### config.mk
export PLATFORM = sky130hd
export DESIGN_NAME = hs_pipe_chain
export DESIGN_NICKNAME = d
export VERILOG_FILES = /design/src/rtl/hs_pkg.sv /design/src/rtl/hs_celem.sv /design/src/rtl/hs_req_delay.sv /design/src/rtl/hs_stage.sv /design/src/rtl/hs_pipe_chain.sv
export SDC_FILE = /design/constraint.sdc
export NUM_CORES = 1
export LEC_CHECK = 0
export CAP_MARGIN = 20
export CORE_ASPECT_RATIO = 0.9
export CORE_MARGIN = 2
export CORE_UTILIZATION = 54
export CTS_BUF_LIST = sky130_fd_sc_hd__clkbuf_8
export CTS_CLUSTER_DIAMETER = 50
export DETAILED_ROUTE_END_ITERATION = 7
export DONT_BUFFER_PORTS = 1
export GPL_TIMING_DRIVEN = 0
export PLACE_DENSITY = 0.7
export SLEW_MARGIN = 20
export SYNTH_ARGS = -nofsm -noshare
export SYNTH_HDL_FRONTEND = slang
export SYNTH_SLANG_ARGS = --single-unit
### constraint.sdc
create_clock -name clk -period 1.2 [get_ports clk]
set_clock_uncertainty 0.1 [all_clocks]
set_input_delay 0.24 -clock clk [delete_from_list [all_inputs] [get_ports clk]]
set_output_delay 0.24 -clock clk [all_outputs]
set_load 0.02 [all_outputs]
### src/rtl/hs_pkg.sv
package hs_pkg;

  // Next state of a C-element whose second input is inverted:
  // set when a=1 and b=0, clear when a=0 and b=1, otherwise hold.
  function automatic logic celem_next(logic q, logic a, logic b);
    if (a && !b)      return 1'b1;
    else if (!a && b) return 1'b0;
    else              return q;
  endfunction

endpackage

### src/rtl/hs_celem.sv
module hs_celem
  import hs_pkg::*;
(
  input  logic clk,
  input  logic rst,
  input  logic req,
  input  logic ack,
  output logic q,
  output logic fire
);

  always_ff @(posedge clk) begin
    if (rst) q <= 1'b0;
    else     q <= celem_next(q, req, ack);
  end

  assign fire = !q && req && !ack;

  // switching rule of the C-element with an inverted acknowledge input
  a_r2_rise: assert property (@(posedge clk) disable iff (rst)
    (req && !ack) |=> q);
  a_r2_fall: assert property (@(posedge clk) disable iff (rst)
    (!req && ack) |=> !q);
  a_r2_hold: assert property (@(posedge clk) disable iff (rst)
    (req == ack) |=> $stable(q));

endmodule

### src/rtl/hs_req_delay.sv
module hs_req_delay #(
  parameter int DEPTH = 1
) (
  input  logic clk,
  input  logic rst,
  input  logic d,
  output logic q
);

  logic [DEPTH-1:0] taps;

  always_ff @(posedge clk) begin
    if (rst) begin
      taps <= '0;
    end else begin
      taps[0] <= d;
      for (int i = 1; i < DEPTH; i++) taps[i] <= taps[i-1];
    end
  end

  assign q = taps[DEPTH-1];

endmodule

### src/rtl/hs_stage.sv
module hs_stage #(
  parameter int WIDTH = 8,
  parameter int DELAY = 1
) (
  input  logic             clk,
  input  logic             rst,
  input  logic             l_req,
  output logic             l_ack,
  input  logic [WIDTH-1:0] l_data,
  output logic             r_req,
  input  logic             r_ack,
  output logic [WIDTH-1:0] r_data
);

  logic c_out;
  logic c_fire;

  hs_celem u_celem (
    .clk  (clk),
    .rst  (rst),
    .req  (l_req),
    .ack  (r_ack),
    .q    (c_out),
    .fire (c_fire)
  );

  assign l_ack = c_out;

  generate
    if (DELAY == 0) begin : g_nodly
      assign r_req = c_out;
    end else begin : g_dly
      hs_req_delay #(.DEPTH(DELAY)) u_dly (
        .clk (clk),
        .rst (rst),
        .d   (c_out),
        .q   (r_req)
      );
    end
  endgenerate

  always_ff @(posedge clk) begin
    if (rst)         r_data <= '0;
    else if (c_fire) r_data <= l_data;
  end

  // the register only moves together with a rising C-element output
  a_r8_load_on_rise: assert property (@(posedge clk) disable iff (rst)
    !$stable(r_data) |-> $rose(c_out));

endmodule

### src/rtl/hs_pipe_chain.sv
module hs_pipe_chain #(
  parameter int WIDTH  = 8,
  parameter int STAGES = 4,
  parameter int DELAY  = 1
) (
  input  logic             clk,
  input  logic             rst,
  input  logic             in_req,
  output logic             in_ack,
  input  logic [WIDTH-1:0] in_data,
  output logic             out_req,
  input  logic             out_ack,
  output logic [WIDTH-1:0] out_data
);

  localparam int NODES = STAGES + 1;

  logic             req_n  [NODES];
  logic             ack_n  [NODES];
  logic [WIDTH-1:0] data_n [NODES];

  assign req_n[0]      = in_req;
  assign data_n[0]     = in_data;
  assign in_ack        = ack_n[0];
  assign ack_n[STAGES] = out_ack;
  assign out_req       = req_n[STAGES];
  assign out_data      = data_n[STAGES];

  generate
    for (genvar s = 0; s < STAGES; s++) begin : g_stage
      hs_stage #(.WIDTH(WIDTH), .DELAY(DELAY)) u_stage (
        .clk    (clk),
        .rst    (rst),
        .l_req  (req_n[s]),
        .l_ack  (ack_n[s]),
        .l_data (data_n[s]),
        .r_req  (req_n[s+1]),
        .r_ack  (ack_n[s+1]),
        .r_data (data_n[s+1])
      );
    end
  endgenerate

  // left acknowledge follows the left request
  a_r3_ack_rise: assert property (@(posedge clk) disable iff (rst)
    $rose(in_ack) |-> $past(in_req));
  a_r3_ack_fall: assert property (@(posedge clk) disable iff (rst)
    $fell(in_ack) |-> !$past(in_req));
  // right request waits for the right acknowledge phase
  a_r4_req_rise: assert property (@(posedge clk) disable iff (rst)
    $rose(out_req) |-> !$past(out_ack));
  a_r4_req_fall: assert property (@(posedge clk) disable iff (rst)
    $fell(out_req) |-> $past(out_ack));
  // offered word is steady while requested
  a_r9_data_hold: assert property (@(posedge clk) disable iff (rst)
    (out_req && $past(out_req)) |-> $stable(out_data));

endmodule

# Word-level counts from Yosys, hierarchy flattened
# Index checks and enable logic that the tools add are counted.
# Widths: inputs -> output; s select.
[totals]
word_cells = 49
input_bits = 12
reg_bits = 40
[classes]
muxes = 8
n_reduce_logical = 29
[ops]
columns = ["operator", "n"]
rows = [
  ["$logic_and 1x1->1", 16],
  ["$logic_not 1->1", 9],
  ["$mux 1", 8],
  ["$reduce_bool 2->1", 4],
]

# Depth between registers and ports, before layout
[logic_depth]
ltp_word = 4
ltp_mapped = 4
ltp_nobuf = 4

# Hierarchy
# From an unflattened synthesis, not the netlist that was laid out.
[unflattened]
hier_cells = 136
hier_area_um2 = 1506.4
[modules_own_cells]
columns = ["module", "seq_area_each_um2", "instances", "cells_per_inst", "area_each_um2"]
rows = [
  ["hs_stage", 160.2, 4, 26, 285.3],
  ["hs_celem", 20.0, 4, 6, 57.6],
  ["hs_req_delay", 20.0, 4, 2, 33.8],
]

# Worst setup path before layout
# Ideal clock, no wire load.
[synth_timing]
path_type = "register to register"
from = "register g_stage[1].u_stage.u_celem.q"
to = "register g_stage[1].u_stage.r_data[0]"
arrival_ns = 0.936
required_ns = 0.981
setup_slack_ns = 0.045
path_stages_with_launch = 4
n_path_buf = 1
cell_sequence = "dfxtp_1 -> or3b_1 -> buf_6 -> mux2i_1"
[synth_via]
elab_chain_len = 3
[synth_rtl]
columns = ["element", "line", "text"]
rows = [
  ["start: declaration", "hs_celem.sv:8", "output logic q,"],
  ["start signal: assignment", "hs_celem.sv:14", "else q <= celem_next(q, req, ack);"],
  ["$logic_not 1->1", "hs_celem.sv:17", "assign fire = !q && req && !ack;"],
  ["$logic_and 1x1->1 (2 in series)", "hs_celem.sv:17", ""],
  ["end signal: assignment", "hs_stage.sv:44", "else if (c_fire) r_data <= l_data;"],
  ["end: declaration", "hs_stage.sv:12", "output logic [WIDTH-1:0] r_data"],
]
# No other way between the ends.
# A chain may end at the register's enable or synchronous reset.

# Final worst setup path
[layout_timing]
from = "register g_stage[2].u_stage.u_celem.q"
to = "register g_stage[1].u_stage.r_data[3]"
[layout_via]
elab_chain_len = 2
[layout_rtl]
columns = ["element", "line"]
rows = [
  ["start: declaration", "hs_celem.sv:8"],
  ["start signal: assignment", "hs_celem.sv:14"],
  ["$logic_not 1->1", "hs_celem.sv:17"],
  ["$logic_and 1x1->1", "hs_celem.sv:17"],
]
# No other way between the ends.

==> PnR_summary.wiki <==
{| class="wikitable"
! Metric !! Value
|-
| Switching power of the nets || 471.9 uW
|-
| Final Hold Vio Count || 0
|-
| Post-layout minimum cycle time || 1184 ps
|-
| Distinct cell type count of the synthesized netlist || 13
|-
| Via-per-instance ratio || 4.736
|-
| Average instance area after synthesis || 10.76 um2
|-
| Fraction of final layout cells sized beyond drive strength 1 || 0.1553
|-
| Endpoint class of the critical path || register
|-
| Half-perimeter wire length of the detailed placement result || 1777 um
|-
| Hold WS || 11.62 ps
|-
| Via count of the first global-routing pass || 913
|-
| Capturing point of the worst reg2reg path || g_stage[1].u_stage.r_data[3]
|-
| Category of the worst setup path launch point || register
|-
| Proportion of power drawn by flip-flops and latches || 0.582
|-
| CP required || 1270 ps
|-
| Startpoint of the worst register-to-register path || g_stage[2].u_stage.u_celem.q
|-
| Cell Rows || 18
|-
| Min-Delay Startpoint || in_data[1]
|-
| Total DRC errors in the routed layout || 0
|-
| Post-synthesis sequential element count || 40
|-
| Slew HR || 0.7591
|-
| Critical path peak fanout || 8
|-
| Max Cap Viol || 0
|-
| Routed len/inst || 11.30 um
|-
| Sw Ratio || 0.2014
|-
| Outcome || complete, no violations
|-
| Number of clock sinks || 40
|-
| Relative contribution of combinational cells to total power || 0.053
|-
| Clock Path Buffers || 2
|-
| Area share of the largest cell type after synthesis || 0.4863
|-
| Depth of the most critical reg-to-reg path || 2
|-
| Routed WL || 2271 um
|-
| Static Leakage || 0.7550 nW
|-
| Clock transition at the registers of the reported paths || 70 ps
|-
| Leading post-synthesis cells by cell area || dfxtp_1 (49%), mux2i_1 (22%), nand2b_1 (15%)
|-
| Origin of the worst setup path || g_stage[2].u_stage.u_celem.q
|-
| Highest ir drop seen on vdd || 0.6942 mV
|-
| Hold-critical path depth || 2
|-
| Number of buffers inserted by post-CTS setup repair || 0
|-
| Effective utilization at floorplan || 0.5849
|-
| Power density of the placed cells || 1283 nW/um2
|-
| Transition time at the pin with the least slew margin || 361.4 ps
|-
| Worst-Skew Late Latency || 280 ps
|-
| Portion of the post-synthesis area used by sequential elements || 0.4863
|-
| First-pass GRT wire length || 3974 um
|-
| Chip Width || 62.21 um
|-
| Power after layout || 2.343 mW
|-
| H-tree level count || 2
|-
| Design internal power || 1.871 mW
|-
| TritonCTS clock tree || done
|-
| Final Max Slew Viols || 0
|-
| Post-Place Cell Area || 1697 um2
|-
| Top-level port count || 22
|-
| Remaining global-route overflow || 0
|-
| Post-detailed-route count of antenna-violating nets || 0
|-
| Floorplan die area || 3507 um2
|-
| Clk pwr share || 0.365
|-
| Path type of the worst min-delay path || input pin to register
|-
| Count of synthesis-stage warnings from yosys || 0
|-
| Core footprint || 2815 um2
|-
| Number of inserted diodes || 0
|-
| Final-layout fill cell count || 243
|-
| Synthesized netlist net count || 169
|-
| Most frequent cells in the layout || nand2b_1 (40), mux2i_1 (36), dfxtp_1 (36), buf_4 (10), nor2_1 (7)
|-
| Total vias in the final route || 952
|-
| Number of standard cells after synthesis || 153
|-
| Leading area contributor after synthesis || dfxtp_1
|-
| Net count of the finished layout || 176
|-
| TritonCTS Buffers || 5
|-
| Setup-failing EPs final || 0
|-
| Quantity of I/O buffers inserted on ports || 0
|-
| First-iteration detailed-routing DRC count || 10
|-
| Period utilization || 0.9865
|-
| Endpoint, Worst Hold || g_stage[0].u_stage.r_data[1]
|-
| Setup slack, reg-to-reg || 20 ps
|-
| Critical path arrival || 1250 ps
|-
| Max Freq || 0.8447 GHz
|-
| Antenna violations before repair || 0
|-
| Area growth syn-to-layout || 10.94%
|-
| Die height || 56.39 um
|-
| Cell chosen for the clock root || clkbuf_8
|-
| Leading cell type in the layout, fill and taps excluded || nand2b_1
|-
| Largest net degree at the start of global routing || 12
|-
| Router iterations before antenna repair || 4
|-
| Total track usage || 0.1453
|-
| Last weighted congestion value of the routability-driven placer || 0.6478
|-
| Worst setup path class || register to register
|-
| Final design instance area without fill || 1827 um2
|-
| RSZ-0062 raised after global routing || true
|-
| Netlist area before placement || 1647 um2
|}
## cell usage after synthesis
cell type / number
buf_2: 4
buf_4: 8
buf_6: 1
clkbuf_1: 4
dfxtp_1: 40
ha_1: 4
inv_1: 4
mux2i_1: 36
nand2b_1: 40
nor2_1: 7
nor2b_1: 1
nor3b_1: 3
or3b_1: 1
## cell type report
class,count,area [um2],area share
plain buffers,16,106.4,0.05822
clock buffers,6,82.58,0.04521
clock inverters,2,7.507,0.004110
inverters,4,15.01,0.008219
multi-input cells,92,744.5,0.4075
flip-flops and latches,40,810.8,0.4438
well taps,40,50.05,0.02740
repair buffers,1,10.01,0.005479
## worst max-delay path, stage by stage, from the launching register on
cell	delay (ps)
dfxtp_2	340
or3b_4	480
mux2i_1	150
## kinds of logic (layout without fill, tap and decap cells)
logic type    count (synthesis)  in the layout  share of synthesized area
mux                          36             36                     0.2188
flops                        40             40                     0.4863
fa+ha+maj                     4              4                    0.03040
buf+inv                      21             29                    0.07370
simple gates                 52             52                     0.1907
## power by group through the flow
stage               clock network, mW  logic [mW]  registers, mW
finish                          0.855       0.125           1.36
floorplan                           0       0.101           1.39
CTS                             0.891       0.124           1.37
global placement                    0       0.114           1.39
global route                    0.928       0.139           1.37
detailed placement                  0       0.120           1.40
## worst max path at each step
stage / end / slack (ps)
after floorplan: g_stage[1].u_stage.r_data[0] / 40
after global placement: g_stage[0].u_stage.r_data[6] / -20
after detailed placement: g_stage[0].u_stage.r_data[3] / -80
after CTS: g_stage[1].u_stage.r_data[3] / -30
after global routing: g_stage[1].u_stage.r_data[2] / -30
final: g_stage[1].u_stage.r_data[3] / 20
## stage by stage
stage / util / std cells / TNS [ps] / worst slack [ps]
2_1_floorplan: - / 153 / 0 / 44.88
3_3_place_gp: 0.6027 / 193 / -194.1 / -21.17
3_5_place_dp: 0.6027 / 193 / -825.5 / -80.13
4_1_cts: 0.6409 / 202 / -167.9 / -31.15
5_1_grt: 0.6489 / 201 / -171.5 / -33.22
6_report: 0.6489 / 201 / 0 / 16.20
## metal layers
metal  up-vias  part of all wire  routed length [um]  GRT usage
li1        510                 -                   -          -
met1       412              0.49                1117     0.1964
met2        25              0.42                 960     0.2127
met3         5             0.067                 153    0.04008
met4         0             0.017                  39    0.07619
met5         -                 0                   0          0
## flip-flops by register name, summed over array words and instances (netlist names)
signal                         flops
g_stage.u_stage.r_data            32
g_stage.u_stage.u_celem.q          4
g_stage.u_stage.g_dly.u_dly.q      4
## what timing repair did
item / CTS / global route
endpoints found under the setup margin: 17 / 29
hold buffers: 1 / 0
gates resized for setup: 4 / 10
endpoints found under the hold margin: 1 / 0
pin swaps: 1 / 1
(Power assumes the default switching activity.)
